<file path="src/rtl/pwm_pkg.sv">
// Package: shared constants for the four-channel PWM.
// Assumes four channels of 8 bits and a 4-bit register address.
package pwm_pkg;
    localparam int NCH   = 4;
    localparam int DW    = 8;
    localparam int AW    = 4;
    localparam int EXP_W = 3;
    localparam int NPAIR = NCH / 2;
    // register group selected by address bits [3:2]
    localparam logic [1:0] GRP_PER = 2'd0;
    localparam logic [1:0] GRP_DTY = 2'd1;
    localparam logic [1:0] GRP_CNT = 2'd2;
    localparam logic [1:0] GRP_MSC = 2'd3;
    // misc registers selected by address bits [1:0]
    localparam logic [1:0] MSC_CTRL = 2'd0;
    localparam logic [1:0] MSC_POL  = 2'd1;
    localparam logic [1:0] MSC_CSEL = 2'd2;
    localparam logic [1:0] MSC_SVAL = 2'd3;
endpackage

</file>
<file path="src/rtl/pwm_prescaler.sv">
// Module: pwm_prescaler
// Generates tick B every 2^bexp clocks and tick S every (sval+1) B ticks.
// Assumes bexp < CNT_W so the mask never covers the whole counter.
module pwm_prescaler #(
    parameter int CNT_W = 8,
    parameter int EXP_W = 3,
    parameter int SC_W  = 8
) (
    input  logic             clk,
    input  logic             rst_n,
    input  logic [EXP_W-1:0] bexp,
    input  logic [SC_W-1:0]  sval,
    output logic             tick_b,
    output logic             tick_s
);
    logic [CNT_W-1:0] pcnt;
    logic [SC_W-1:0]  scnt;
    logic [CNT_W-1:0] mask;

    // Decode the low-bit mask that sets the B division
    always_comb begin
        mask   = ~({CNT_W{1'b1}} << bexp);
        tick_b = (pcnt & mask) == mask;
        tick_s = tick_b && (scnt >= sval);
    end

    // Free-running divider counter
    always_ff @(posedge clk) begin
        if (!rst_n) pcnt <= '0;
        else        pcnt <= pcnt + 1'b1;
    end

    // Count B ticks toward the next S tick
    always_ff @(posedge clk) begin
        if (!rst_n)      scnt <= '0;
        else if (tick_s) scnt <= '0;
        else if (tick_b) scnt <= scnt + 1'b1;
    end
endmodule

</file>
<file path="src/rtl/pwm_regs.sv">
// Module: pwm_regs
// Register file: periods, duties, control, polarity, clock select and scaler.
// Also decodes counter-clear strobes and multiplexes read data.
// Assumes NCH = 4 so that address bits [3:2] select a register group.
module pwm_regs
    import pwm_pkg::*;
(
    input  logic                    clk,
    input  logic                    rst_n,
    input  logic                    wr_en,
    input  logic [AW-1:0]           wr_addr,
    input  logic [DW-1:0]           wr_data,
    input  logic [AW-1:0]           rd_addr,
    output logic [DW-1:0]           rd_data,
    input  logic [NCH-1:0][DW-1:0]  cnt,
    output logic [NCH-1:0][DW-1:0]  per,
    output logic [NCH-1:0][DW-1:0]  dty,
    output logic [NPAIR-1:0]        join_en,
    output logic [EXP_W-1:0]        bexp,
    output logic [NCH-1:0]          pol,
    output logic [NCH-1:0]          csel,
    output logic [DW-1:0]           sval,
    output logic [NCH-1:0]          clr
);
    localparam int IW = $clog2(NCH);

    logic [1:0]    wgrp;
    logic [IW-1:0] widx;
    logic [1:0]    rgrp;
    logic [IW-1:0] ridx;

    assign wgrp = wr_addr[AW-1:AW-2];
    assign widx = wr_addr[IW-1:0];
    assign rgrp = rd_addr[AW-1:AW-2];
    assign ridx = rd_addr[IW-1:0];

    // Store register writes
    always_ff @(posedge clk) begin
        if (!rst_n) begin
            per     <= '0;
            dty     <= '0;
            join_en <= '0;
            bexp    <= '0;
            pol     <= '1;
            csel    <= '0;
            sval    <= '0;
        end else if (wr_en) begin
            case (wgrp)
                GRP_PER: per[widx] <= wr_data;
                GRP_DTY: dty[widx] <= wr_data;
                GRP_MSC: begin
                    case (wr_addr[1:0])
                        MSC_CTRL: begin
                            join_en <= wr_data[NPAIR-1:0];
                            bexp    <= wr_data[4 +: EXP_W];
                        end
                        MSC_POL:  pol  <= wr_data[NCH-1:0];
                        MSC_CSEL: csel <= wr_data[NCH-1:0];
                        default:  sval <= wr_data;
                    endcase
                end
                default: ;
            endcase
        end
    end

    // One-cycle clear strobe per counter address
    always_comb begin
        clr = '0;
        if (wr_en && wgrp == GRP_CNT) clr[widx] = 1'b1;
    end

    // Read multiplexer
    always_comb begin
        rd_data = '0;
        case (rgrp)
            GRP_PER: rd_data = per[ridx];
            GRP_DTY: rd_data = dty[ridx];
            GRP_CNT: rd_data = cnt[ridx];
            default: begin
                case (rd_addr[1:0])
                    MSC_CTRL: begin
                        rd_data[NPAIR-1:0]   = join_en;
                        rd_data[4 +: EXP_W]  = bexp;
                    end
                    MSC_POL:  rd_data[NCH-1:0] = pol;
                    MSC_CSEL: rd_data[NCH-1:0] = csel;
                    default:  rd_data = sval;
                endcase
            end
        endcase
    end
endmodule

</file>
<file path="src/rtl/pwm_pair.sv">
// Module: pwm_pair
// Two W-bit PWM channels that can be joined into one 2W-bit channel.
// Index 0 is the high-byte channel; index 1 drives the output when joined
// and supplies the tick select and polarity. Period and duty are copied
// into shadow registers at the end of each period or on a counter clear.
module pwm_pair #(
    parameter int W = 8
) (
    input  logic                clk,
    input  logic                rst_n,
    input  logic                tick_b,
    input  logic                tick_s,
    input  logic                joined,
    input  logic [1:0]          csel,
    input  logic [1:0]          pol,
    input  logic [1:0][W-1:0]   per,
    input  logic [1:0][W-1:0]   dty,
    input  logic [1:0]          clr,
    output logic [1:0][W-1:0]   cnt,
    output logic [1:0]          pin
);
    localparam int W2 = 2 * W;

    logic [1:0][W-1:0] cnt_q;
    logic [1:0][W-1:0] sp;
    logic [1:0][W-1:0] sd;
    logic [1:0]        tk;
    logic [1:0]        at_end;
    logic [1:0]        act;
    logic [W2-1:0]     c16;
    logic [W2-1:0]     sp16;
    logic [W2-1:0]     sd16;
    logic              end16;
    logic              act16;
    logic              lo_act;

    // Per-channel tick choice, end-of-period and compare
    always_comb begin
        for (int i = 0; i < 2; i++) begin
            tk[i]     = csel[i] ? tick_s : tick_b;
            at_end[i] = (sp[i] == '0) || (cnt_q[i] == sp[i] - 1'b1);
            act[i]    = cnt_q[i] < sd[i];
        end
        c16   = {cnt_q[0], cnt_q[1]};
        sp16  = {sp[0], sp[1]};
        sd16  = {sd[0], sd[1]};
        end16 = (sp16 == '0) || (c16 == sp16 - 1'b1);
        act16 = c16 < sd16;
    end

    // Counter and shadow update, joined or separate
    always_ff @(posedge clk) begin
        if (!rst_n) begin
            cnt_q <= '0;
            sp    <= '0;
            sd    <= '0;
        end else if (joined) begin
            if (|clr) begin
                cnt_q <= '0;
                sp    <= per;
                sd    <= dty;
            end else if (tk[1]) begin
                if (end16) begin
                    cnt_q <= '0;
                    sp    <= per;
                    sd    <= dty;
                end else begin
                    {cnt_q[0], cnt_q[1]} <= c16 + 1'b1;
                end
            end
        end else begin
            for (int i = 0; i < 2; i++) begin
                if (clr[i] || (tk[i] && at_end[i])) begin
                    cnt_q[i] <= '0;
                    sp[i]    <= per[i];
                    sd[i]    <= dty[i];
                end else if (tk[i]) begin
                    cnt_q[i] <= cnt_q[i] + 1'b1;
                end
            end
        end
    end

    // Pin levels with polarity; high-byte pin parked low when joined
    always_comb begin
        lo_act = joined ? act16 : act[1];
        pin[1] = pol[1] ? lo_act : ~lo_act;
        pin[0] = joined ? 1'b0 : (pol[0] ? act[0] : ~act[0]);
    end

    assign cnt = cnt_q;
endmodule

</file>
<file path="src/rtl/pwm4_concat.sv">
// Module: pwm4_concat (top)
// Four 8-bit PWM channels, joinable in pairs, with a register port.
// Assumes the package constants: four channels, 8-bit data, 4-bit address.
module pwm4_concat
    import pwm_pkg::*;
(
    input  logic          clk,
    input  logic          rst_n,
    input  logic          wr_en,
    input  logic [3:0]    wr_addr,
    input  logic [7:0]    wr_data,
    input  logic [3:0]    rd_addr,
    output logic [7:0]    rd_data,
    output logic [3:0]    pwm_out
);
    logic [NCH-1:0][DW-1:0] cnt_all;
    logic [NCH-1:0][DW-1:0] per_all;
    logic [NCH-1:0][DW-1:0] dty_all;
    logic [NPAIR-1:0]       cfg_join;
    logic [EXP_W-1:0]       cfg_bexp;
    logic [NCH-1:0]         cfg_pol;
    logic [NCH-1:0]         cfg_csel;
    logic [DW-1:0]          cfg_sval;
    logic [NCH-1:0]         clr;
    logic                   tick_b;
    logic                   tick_s;

    pwm_regs u_regs (
        .clk     (clk),
        .rst_n   (rst_n),
        .wr_en   (wr_en),
        .wr_addr (wr_addr),
        .wr_data (wr_data),
        .rd_addr (rd_addr),
        .rd_data (rd_data),
        .cnt     (cnt_all),
        .per     (per_all),
        .dty     (dty_all),
        .join_en (cfg_join),
        .bexp    (cfg_bexp),
        .pol     (cfg_pol),
        .csel    (cfg_csel),
        .sval    (cfg_sval),
        .clr     (clr)
    );

    pwm_prescaler #(.CNT_W(8), .EXP_W(EXP_W), .SC_W(DW)) u_pre (
        .clk    (clk),
        .rst_n  (rst_n),
        .bexp   (cfg_bexp),
        .sval   (cfg_sval),
        .tick_b (tick_b),
        .tick_s (tick_s)
    );

    for (genvar p = 0; p < NPAIR; p++) begin : g_pair
        logic [1:0][DW-1:0] pcnt;
        logic [1:0]         ppin;

        pwm_pair #(.W(DW)) u_pair (
            .clk    (clk),
            .rst_n  (rst_n),
            .tick_b (tick_b),
            .tick_s (tick_s),
            .joined (cfg_join[p]),
            .csel   (cfg_csel[2*p +: 2]),
            .pol    (cfg_pol[2*p +: 2]),
            .per    (per_all[2*p +: 2]),
            .dty    (dty_all[2*p +: 2]),
            .clr    (clr[2*p +: 2]),
            .cnt    (pcnt),
            .pin    (ppin)
        );

        assign cnt_all[2*p +: 2] = pcnt;
        assign pwm_out[2*p +: 2] = ppin;
    end
endmodule

</file>
<file path="config.mk">
export PLATFORM = sky130hd
export DESIGN_NAME = pwm4_concat
export DESIGN_NICKNAME = d
export VERILOG_FILES = /design/src/rtl/pwm_pkg.sv /design/src/rtl/pwm_prescaler.sv /design/src/rtl/pwm_regs.sv /design/src/rtl/pwm_pair.sv /design/src/rtl/pwm4_concat.sv
export SDC_FILE = /design/constraint.sdc
export NUM_CORES = 1
export LEC_CHECK = 0
export BUFFER_PORTS_ARGS = -buffer_cell sky130_fd_sc_hd__buf_2
export CAP_MARGIN = 20
export CORE_MARGIN = 2
export CORE_UTILIZATION = 50
export DETAILED_ROUTE_END_ITERATION = 7
export PLACE_DENSITY = 0.66
export SYNTH_ARGS = -nofsm -noshare
export SYNTH_HDL_FRONTEND = slang
export SYNTH_SLANG_ARGS = --single-unit
</file>
<file path="constraint.sdc">
create_clock -name clk -period 4.5 [get_ports clk]
set_input_delay 0.225 -clock clk [delete_from_list [all_inputs] [get_ports clk]]
set_output_delay 0.225 -clock clk [all_outputs]
set_load 0.005 [all_outputs]
</file>
* Word-level counts from Yosys, hierarchy flattened
Cells that the tools add are included.
** Word-level totals
- Register bits after elaboration :: 197
- Bits of input ports :: 19
- Output and inout port bits :: 12
- Word-level logic and storage cells :: 205
** Operators by class
- Add/subtract/negate cells :: 14
- Order comparisons :: 10
- Eq/ne operators :: 20
- Shift operators :: 1
- Mux-type cells :: 70
- Bitwise operators :: 8
- Reductions and logical operators :: 55
** Operator list (count)
- 2-to-1 mux 16 bit :: 24
- 2-to-1 mux 8 bit :: 20
- bitwise mux 32 bit :: 2
- adder 8 x 1 -> 8 bit, second input constant :: 6
- binary-select mux 8 bit (select 2 bit) :: 3
- == test 8 bit :: 5
- adder 16 x 1 -> 16 bit, second input constant :: 2
- == test 16 bit :: 2
- logical NOT 16 bit :: 2
- logical NOT 8 bit :: 4
- less-than comparator 16 bit :: 2
- less-than comparator 8 bit :: 4
- subtractor 16 x 1 -> 16 bit, second input constant :: 2
- subtractor 8 x 1 -> 8 bit, second input constant :: 4
- case mux 8 bit (3 select lines) :: 1
- AND reduction 3 bit :: 8
- demux 8 bit (select 2 bit) :: 1
- 2-to-1 mux 1 bit :: 14
- inequality test 3 x 1 -> 1 bit, second input constant :: 4
- case mux 2 bit (3 select lines) :: 2
- AND reduction 2 bit :: 6
- nonzero test 3 bit :: 4
- == test 2 bit, second input constant :: 5
- logical OR 1 bit :: 10
- other kinds (16) :: 41

* Logic depth before layout (Yosys ltp)
Gate-level depths: netlist (run 1).
- Depth after elaboration :: 10
- Gate-level depth with buffers :: 13
- Mapped depth without buffers :: 10

* Hierarchy
A second synthesis (run 1) with hierarchy kept.
** Unflattened totals
- Cells, all modules :: 1479
- Area total of the unflattened synthesis :: 12429.4 sq um
** Modules (own cells, without submodules)
- pwm_pair :: times used 2, cells each 431, area each 3393.3 sq um, sequential area each 960.9 sq um
- pwm_regs :: times used 1, cells each 503, area each 4624.4 sq um, sequential area each 1701.6 sq um
- pwm_prescaler :: times used 1, cells each 114, area each 1018.5 sq um, sequential area each 300.3 sq um

* Worst setup path before layout (run 1)
Ideal clock, no wire load.
- Path kind :: register to register
- From :: register g_pair[0].u_pair.sp[1] (netlist bit)
- To :: register g_pair[0].u_pair.sd[0] (netlist bit)
- Setup time :: 0.072 ns
- Data arrival time :: 3.195 ns
- Required time :: 4.428 ns
- Slack :: 1.234 ns
- Cell stages (with the launch flop) :: 14
- Buffers on the path :: 3
- Period minus slack after synthesis :: 3.266 ns
- Cell sequence :: dfxtp_1 > clkbuf_1 > inv_1 > ha_1 > or4b_4 > or3_1 > a2111oi_1 > nand4_1 > a221o_2 > nand2_4 > and3_4 > buf_12 > buf_12 > mux2i_1
** Between the ends
- Longest elaborated chain between the ends :: 7
- Elaborated cells on any way between the ends :: 13
- Those cells by class :: add/sub: 2; eq/ne: 3; reduce/logical: 8
** RTL lines
- start, declared :: RTL line pwm_pair.sv:25 : logic [1:0][W-1:0] sp;
- start signal, assigned :: RTL line pwm_pair.sv:60 : sp <= per;
- start signal, assigned :: RTL line pwm_pair.sv:65 : sp <= per;
- start signal, assigned by index :: RTL line pwm_pair.sv:75 : sp[i] <= per[i];
- parallel branches: the longest is 6 deep, another holds subtractor 16 x 1 -> 16 bit
- AND reduction 3 bit (no line) (*)
- end signal, assigned :: RTL line pwm_pair.sv:61 : sd <= dty;
- end signal, assigned :: RTL line pwm_pair.sv:66 : sd <= dty;
- end signal, assigned by index :: RTL line pwm_pair.sv:76 : sd[i] <= dty[i];
- end, declared :: RTL line pwm_pair.sv:26 : logic [1:0][W-1:0] sd;
Every way passes the cells marked *.
A chain may end at the register's enable or synchronous reset.

* Final worst setup path (run 1)
- From :: register g_pair[0].u_pair.sp[1] (netlist bit)
- To :: register g_pair[0].u_pair.sd[3] (netlist bit)
The elaborated chain is that of the path after synthesis.

==> results of run 1 <==
-- synth_stat cells (10+ instances only) --
cell / count
xnor2_1: 40
clkbuf_1: 67
nand3_1: 58
o31ai_1: 15
a21o_1: 11
nand2_1: 93
nor2b_1: 15
and3_1: 10
o21ai_0: 27
ha_1: 50
buf_2: 10
nor2_1: 187
dfxtp_1: 196
nor4_1: 10
nor3_1: 26
mux4_2: 29
nand4_1: 24
a21oi_1: 41
mux2i_1: 137
inv_1: 65
xor2_1: 34
a211oi_1: 17
nand2b_1: 18
-- how the worst min path moves through the flow --
| stage | end | slack, ns | cells past startpoint |
|---|---|---|---|
| finish | u_regs.per[21] | 0.20 | 3 |
| global route | u_regs.per[21] | 0.21 | 3 |
| CTS | u_regs.per[5] | 0.19 | 3 |
| detailed placement | g_pair[0].u_pair.sd[4] | 0.45 | 2 |
| global placement | g_pair[0].u_pair.sd[7] | 0.44 | 2 |
| floorplan | u_regs.per[24] | 0.37 | 2 |
-- power breakdown --
group          internal [mW]  switching [mW]  leakage [nW]
registers               1.75          0.0290          1.58
clock network          0.774           0.714         0.267
logic                  0.129           0.218          3.27
total                   2.66           0.961          5.12
-- final cells by class --
type,count,area [um^2]
flip-flops and latches,196,3920
multi-input cells,998,7230
repair buffers,47,288
clock inverters,12,123
clock buffers,19,433
well taps,319,399
fillers,2226,10600
inverters,67,254
-- critical path: cells and delay by family (launching register included) --
kind,cells,cell delay (ns)
AOI/OAI and AO/OA,2,0.86
DFF,1,0.39
muxes,1,0.24
adders and majority gates,1,0.27
buffers and inverters,1,0.11
and+or+nand+nor,5,1.65
-- sequential cells by signal, summed over array words and instances, names as in the netlist --
register           cells
u_pre.scnt             8
u_regs.join_en         2
u_regs.sval            8
u_regs.per            32
u_regs.bexp            3
u_regs.dty            32
g_pair.u_pair.sp      32
u_regs.csel            4
u_regs.pol             4
g_pair.u_pair.cnt     32
g_pair.u_pair.sd      32
u_pre.pcnt             7
-- through the flow --
step	cells	utilization
floorplan	1348	-
global placement	1625	0.519
detailed placement	1626	0.520
CTS	1657	0.543
global route	1658	0.544
finish	1658	0.544
-- metal layers --
layer / routed length (um) / global-route usage / share of wire
met1: 15200 / 0.387 / 0.44
met2: 16100 / 0.458 / 0.46
met3: 2380 / 0.0432 / 0.068
met4: 1180 / 0.110 / 0.034
met5: 0 / 0 / 0
-- cells by family after synthesis --
family	Yosys count
xor gates and xnor gates	75
adders and majority gates	50
buffers and inverters	154
muxes	169
and+or+nand+nor	496
AOI/OAI and AO/OA	208
DFF	196
==> results.md, run 1 <==
* Post-synthesis mux area share at 0.175
* Worst-Margin Slew at 1.09 ns
* Placement Cell Area at 0.0121 mm^2
* Dpl ws at 1.00 ns
* Max-cap violation count at 0
* Syn Inst Count at 1348
* Pin count of the biggest net entering global routing at 86
* CTS tree: built
* Leak at approximately 5 nW
* Top cells by area, synth: dfxtp_1, mux2i_1, nor2_1
* Max Freq at 0.278 GHz
* Reg-to-reg endpoint: g_pair[0].u_pair.sd[3]
* Setup bufs post-CTS at 0
* Post-synth top flop: dfxtp_1
* # setup viols final at 0
* Routed len/inst at between 20 and 25 um
* Core area at 0.0233 mm^2
* Finished Cell Area at 0.0126 mm^2
* Simple-gate portion of the synthesized area at 0.203
* CTS resizes at 0
* Setup TNS at 0 ns
* Post-Syn Area at 0.0118 mm^2
* IO buf count at 30
* Post-synthesis cell type count at 81
* Cell depth of the worst flop-to-flop path at 10
* Most frequent cells in the layout: dfxtp_1, nor2_1, mux2i_1
* Global route overflow at 0
* Hold_sp: wr_data[5]
* Number of synthesized flops with an enable pin at 0
* Post-synth top area share at 0.334
* 1st-pass router iterations at 5
* Clk_lat worst skew at around 0.44 ns
* Power Total at roughly 3.6 mW
* Detailed Place HPWL at approximately 26000 um
* Row Count at 56
* CTS clk-pin slew, worst paths at roughly 0.080 ns
* YS warnings at 0
* Die Y at ~160 um
* Max transition margin at 0.270
* Htree depth at 4
* Crit path launch: g_pair[0].u_pair.sp[1]
* Vias in the first global route at 9176
* CP arrival at 3.95 ns
* XOR/XNOR Fraction of Synth Area at 0.0570
* Final #Nets at roughly 1400
* CP required at 4.86 ns
* CTS Buf Count at 17
* Synth-to-Final Area Change at 7.50%
* Routed Wire Length at 34800 um
* Fin crit period at 3.59 ns
* Worst vdd ir at 0.214 mV
* DR vias/cell at 6.09
* Complex-gate fraction of the synthesized area at 0.125
* Main combinational cell family by area after synthesis: simple AND/OR/NAND/NOR gates
* Critical path's slowest cell: or4b_4
* Worst setup EP type: flip-flop
* GP Congestion at ~0.94
* Worst-path maximum fanout at 17
* Fin. Hold Viols at 0
* CP Class: flip-flop to flip-flop
* Antenna-violating nets left at 0
* Max stage delay on crit path at 0.51 ns
* Status: complete, no violations
* Top Ports at 31
* Mapped Nets at 1417
* Sink Count at 196
* Sequential share of the synthesized area at 0.334
* Reg-to-reg critical path startpoint: g_pair[0].u_pair.sp[1]
* Initial detailed-routing violation count at around 1100
* Most common cell after layout, fill and taps aside: dfxtp_1
* Starting density of the core at 0.506
* Post-synthesis async set-or-reset flop share at 0
* Die W at 157 um
* Die area at 0.0248 mm^2
* Final hold slack at 0.202 ns
* Hold WC Path Type: primary input to flip-flop
* Via count at roughly 10000
* Period utilization at 0.798
* Root buf cell: clkbuf_16
* Initial antenna violation count at 1
* RSZ-0062 raised after global routing: false
* Pwr/cell area at roughly 290 mW/mm^2
* Clk_skew at ~0.0081 ns
* Setup ws final at 0.909 ns
* CTS Buffer Depth at 2
* R2r setup slk at 0.91 ns
* Adder-cell share of the synthesized area at 0.0532
* Crit-path cells: inv_1 > ha_1 > or4b_4 > or3_1 > a2111oi_1 > nand4_1 > a221o_2 > nand2_4 > and3_4 > mux2i_1
* Seq cells post-synth at ~200
* # DRC at 0
* Synth area leader: dfxtp_1
* Startpoint Class: flip-flop
* N_diodes at 0
* CP Capture Point: g_pair[0].u_pair.sd[3]
* First-pass GRT wire length at around 54000 um
* Layout cells sized above 1 at 0.0971
* Hold Buf Count CTS at 0
* GRT Util Overall at 0.285
* Slew Viols, Final at 0
* Post-Syn Area per Cell at 8.73 um^2
No activity file was read; power rests on OpenSTA's default activity.
==> inputs of run 2 (changes only) <==
clock period = 3.38 ns   (was 4.5 ns; I/O delays follow)
==> results.md, run 2 (synthesized netlist as in run 1, its figures left out) <==
* Status: complete, no violations
* Vias in the first global route at 9451
* Slew Viols, Final at 0
* Starting density of the core at 0.506
* 1st-pass router iterations at 5
* Clk_skew at between 0.01 and 0.015 ns
* IO buf count at 30
* Finished Core Util at 0.556
* Placement Cell Area at 0.0123 mm^2
* Layout cells sized above 1 at 0.120
* Initial antenna violation count at 1
* Die W at 157 um
* # setup viols final at 0
* Setup TNS at 0 ns
* CTS Buffer Depth at 2
* Finished Cell Area at 0.0129 mm^2
* Max Freq at 0.312 GHz
* Antenna-violating nets left at 0
* Global route overflow at 0
* Fin. Hold Viols at 0
* Hold Buf Count CTS at 0
* N_diodes at 0
* Sink Count at roughly 200
* Die Y at 157 um
* Worst-path maximum fanout at 17
* CTS tree: built
* Hold WC Path Type: primary input to flip-flop
* Synth-to-Final Area Change at 10.0%
* Clk_lat worst skew at 0.44 ns
* Top Ports at 31
* GRT Util Overall at 0.294
* Pwr/cell area at 378 mW/mm^2
* Worst setup EP type: flip-flop
* Most frequent cells in the layout: dfxtp_1, nor2_1, mux2i_1
* Via count at 10200
* Worst vdd ir at 0.292 mV
* Die area at 0.0248 mm^2
* DR vias/cell at between 6 and 7
* Most common cell after layout, fill and taps aside: dfxtp_1
* Fin crit period at roughly 3.2 ns
* Pin count of the biggest net entering global routing at 80
* CTS clk-pin slew, worst paths at 0.08 ns
* CTS Buf Count at 17
* Worst-Margin Slew at 1.12 ns
* Routed Wire Length at 35500 um
* Max-cap violation count at 0
* Routed len/inst at 21.0 um
* Final #Nets at 1427
* Row Count at 56
* Detailed Place HPWL at 26200 um
* CP Class: flip-flop to flip-flop
* Period utilization at 0.949
* CP required at around 3.7 ns
* Power Total at 4.90 mW
* RSZ-0062 raised after global routing: false
* Leak at 5.31 nW
* CP arrival at 3.57 ns
* Htree depth at 4
* Root buf cell: clkbuf_16
* First-pass GRT wire length at 55100 um
* GP Congestion at 0.925
* Startpoint Class: flip-flop
* Core area at around 0.023 mm^2
* Initial detailed-routing violation count at between 1000 and 1500
* Max transition margin at 0.249
* # DRC at 0
## run 2: changes by cell type in the layout (fill, tap and decap cells not counted), sizes merged
cell	delta
inv	+1
clkbuf	-2
buf	+32
clkinv	+2
clkinvlp	-2
## run 2: area by class of cell
cell class | instances | area, um^2
Fill cell | 2151 | 10300
Multi-Input combinational cell | 998 | 7240
Sequential cell | 196 | 3920
Timing Repair Buffer | 78 | 561
Clock buffer | 18 | 429
Tap cell | 319 | 399
Inverter | 67 | 254
Clock inverter | 13 | 140
## run 2: worst paths after layout
check                                            start                endpoint  slack [ns]  cells past startpoint
worst max-delay path            g_pair[0].u_pair.sp[0]  g_pair[0].u_pair.sp[0]        0.17                     11
worst min-delay path                        wr_data[7]          u_regs.dty[15]        0.14                      3
worst min register to register  g_pair[0].u_pair.sd[2]  g_pair[0].u_pair.sd[2]        0.46                      2
worst max register to register  g_pair[0].u_pair.sp[0]  g_pair[0].u_pair.sp[0]        0.17                     11
## run 2: power breakdown
part           internal, mW  leakage [nW]  switching (mW)
clock                  1.04         0.283           0.993
sequential             2.33          1.58          0.0371
combinational         0.193          3.45           0.299
## run 2: stage by stage
step | setup slack (ns) | cells | hold slack, ns
after floorplan | 0.114 | 1348 | 0.316
after global placement | 0.219 | 1655 | 0.443
after detailed placement | 0.0939 | 1655 | 0.453
after CTS | 0.0128 | 1686 | 0.115
after global routing | 0.0127 | 1689 | 0.122
final | 0.174 | 1689 | 0.137
## run 2: metal layers
metal | vias up | GRT usage | share of wire
li1 | 4841 | - | -
met1 | 4881 | 0.398 | 0.45
met2 | 375 | 0.467 | 0.45
met3 | 74 | 0.0496 | 0.060
met4 | 0 | 0.120 | 0.041
met5 | - | 0 | 0
## run 2: repair_timing
action / 4_1_cts / 5_1_grt
setup endpoints to repair: 0 / 42
setup buffers: 0 / 3
resized for setup: 0 / 2
## run 2: critical path: stages, from the launching register on
cell	delay (ns)
dfxtp_1	0.32
inv_1	0.08
ha_1	0.16
or4b_4	0.49
or3_1	0.41
a2111oi_2	0.32
nand4_1	0.20
a221o_2	0.45
nand2_4	0.12
and3_4	0.20
buf_12	0.17
mux2i_1	0.21
==> inputs of run 3 (changes only) <==
SYNTH_HIERARCHICAL = 1   (was not set)
==> results.md, run 3 <==
* CP arrival at 3.56 ns
* Vias in the first global route at 10200
* Startpoint Class: flip-flop
* Worst vdd ir at 0.360 mV
* Syn Inst Count at 1479
* Post-Syn Area per Cell at 8.40 um^2
* Antenna-violating nets left at 0
* Most common cell after layout, fill and taps aside: nand2_1
* CP Class: flip-flop to flip-flop
* 1st-pass router iterations at 6
* Critical path's slowest cell: a2111o_1
* Finished Core Util at 0.546
* Power Total at roughly 5 mW
* Worst setup EP type: flip-flop
* Placement Cell Area at 0.0127 mm^2
* Final Non-Filler Cells at 1789
* Adder-cell share of the synthesized area at 0.0523
* Core area at 0.0244 mm^2
* Post-Place Cells at 1757
* Mapped Nets at 1550
* RSZ-0062 raised after global routing: false
* CTS Buffer Depth at 2
* DR vias/cell at a little over 6
* Pwr/cell area at 378 mW/mm^2
* Max transition margin at 0.327
* Simple-gate portion of the synthesized area at 0.239
* Htree depth at 4
* Hold Buf Count CTS at 0
* Fin. Hold Viols at 0
* Post-synthesis mux area share at 0.108
* Initial antenna violation count at 1
* Post-synthesis async set-or-reset flop share at 0
* Detailed Place HPWL at 26700 um
* Complex-gate fraction of the synthesized area at 0.174
* Max Freq at 0.311 GHz
* Die area at 0.0261 mm^2
* Crit path launch: u_pre/scnt[0]
* Synth area leader: dfxtp_1
* Clk_skew at ~0.019 ns
* Period utilization at 0.952
* Top Ports at 31
* Post-Syn Area at 0.0124 mm^2
* Final #Nets at 1523
* Filler cells at 2302
* Global route overflow at 0
* Max-cap violation count at 0
* Pin count of the biggest net entering global routing at between 60 and 70
* CTS tree: built
* Routed len/inst at 20.4 um
* Synth-to-Final Area Change at 7.16%
* Root buf cell: clkbuf_16
* # DRC at 0
* Die Y at between 150 and 200 um
* XOR/XNOR Fraction of Synth Area at 0.0486
* Finished Cell Area at ~0.013 mm^2
* Slew Viols, Final at 0
* GRT Util Overall at 0.282
* CTS Buf Count at 17
* Sequential share of the synthesized area at 0.316
* CTS clk-pin slew, worst paths at 0.08 ns
* Clk_lat worst skew at 0.45 ns
* First-pass GRT wire length at 57800 um
* Status: complete, no violations
* Fin crit period at 3.22 ns
* Die W at 162 um
* Setup TNS at 0 ns
* Post-synth top area share at 0.316
* Setup ws final at about 0.16 ns
* Sink Count at approximately 200
* Seq cells post-synth at between 150 and 200
* Main combinational cell family by area after synthesis: simple AND/OR/NAND/NOR gates
* Reg-to-reg critical path startpoint: u_pre/scnt[0]
* Top cells by instance count after synthesis: nand2_1, dfxtp_1, nand3_1
* Max stage delay on crit path at approximately 0.43 ns
* Number of synthesized flops with an enable pin at 0
* Top cells by area, synth: dfxtp_1, nand2_1, mux2i_1
* Starting density of the core at 0.510
* Most frequent cells in the layout: nand2_1, dfxtp_1, nand3_1
* Via count at ~11000
* R2r setup slk at 0.16 ns
* CP required at 3.72 ns
* Post-synthesis cell type count at 74
* GP Congestion at 0.910
* Routed Wire Length at 36500 um
* # setup viols final at 0
* IO buf count at 30
* YS warnings at 6
* N_diodes at 0
* Crit-path cells: inv_1 > ha_1 > nand2b_4 > a2111oi_4 > o31a_4 > nor2_1 > mux2_2 > nand3_1 > nor4b_1 > a2111o_1 > and2_1 > or3_1 > a311oi_1
* Initial detailed-routing violation count at 1273
* Final hold slack at 0.117 ns
* Most frequent cell after synthesis: nand2_1
* Dpl ws at 0.182 ns
* Hold_sp: wr_data[6]
* Layout cells sized above 1 at 0.103
* Leak at ~5.0 nW
* Worst-Margin Slew at 1.01 ns
* Worst-path maximum fanout at 4
* Post-synth top flop: dfxtp_1
* Setup bufs post-CTS at 0
* Hold WC Path Type: primary input to flip-flop
* Row Count at 57
==> run 3: changes by cell type in the layout (fill, tap and decap cells not counted), moves of 10 or more <==
cell,previous run,this run
and3_1,10,22
nand2_1,93,197
mux2i_1,137,66
xnor2_1,40,30
a21boi_0,3,63
o21ai_0,27,109
nor2_1,187,41
buf_4,44,26
o31ai_1,15,0
a21boi_1,0,20
inv_1,65,54
nand3_1,58,125
mux4_2,29,18
nand3b_1,0,11
==> run 3: repair_timing <==
action / CTS / global route
endpoints found under the setup margin: 0 / 10
endpoints found under the hold margin: 0 / 0
gates resized for setup: 0 / 2
==> run 3: final cells by class <==
class,instances,area (um^2),share of cell area
multi-input combinational,1122,7740,0.581
sequential,196,3930,0.295
timing repair buffer,60,432,0.0324
clock buffer,18,429,0.0322
tap,324,405,0.0304
inverter,55,206,0.0155
clock inverter,14,181,0.0136
==> run 3: final timing paths <==
check / endpoint / depth (start not counted)
setup / recovery: g_pair[1].u_pair/cnt[2] / 13
hold / removal: u_regs/dty[30] / 3
setup reg to reg: g_pair[1].u_pair/cnt[2] / 13
hold reg to reg: g_pair[1].u_pair/sd[9] / 2
==> run 3: cell families (layout without fill, tap and decap cells) <==
group                      Yosys count  count (layout)
AOI/OAI and AO/OA                  328             328
xor gates and xnor gates            69              69
adders and majority gates           52              52
buffers and inverters              161             147
DFF                                196             196
muxes                               98              98
and+or+nand+nor                    575             575
==> run 3: metal layers <==
metal,GRT usage,vias to the layer above,part of all wire
met5,0,-,0
met4,0.0981,0,0.031
met3,0.0449,61,0.083
met2,0.426,494,0.44
met1,0.409,5310,0.45
li1,-,5255,-
==> run 3: worst max-delay path, delay by kind of cell, from the launching register on <==
| kind | cells | cell delay, ns |
|---|---|---|
| fa+ha+maj | 1 | 0.26 |
| simple gates | 6 | 0.87 |
| mux | 1 | 0.33 |
| compound gates | 4 | 1.24 |
| flops | 1 | 0.35 |
| buf+inv | 1 | 0.06 |
==> run 3: report_power, final <==
| group | total (mW) | switching [mW] | internal (mW) |
|---|---|---|---|
| clock | 2.12 | 1.05 | 1.07 |
| combinational | 0.543 | 0.341 | 0.202 |
| sequential | 2.37 | 0.0349 | 2.33 |
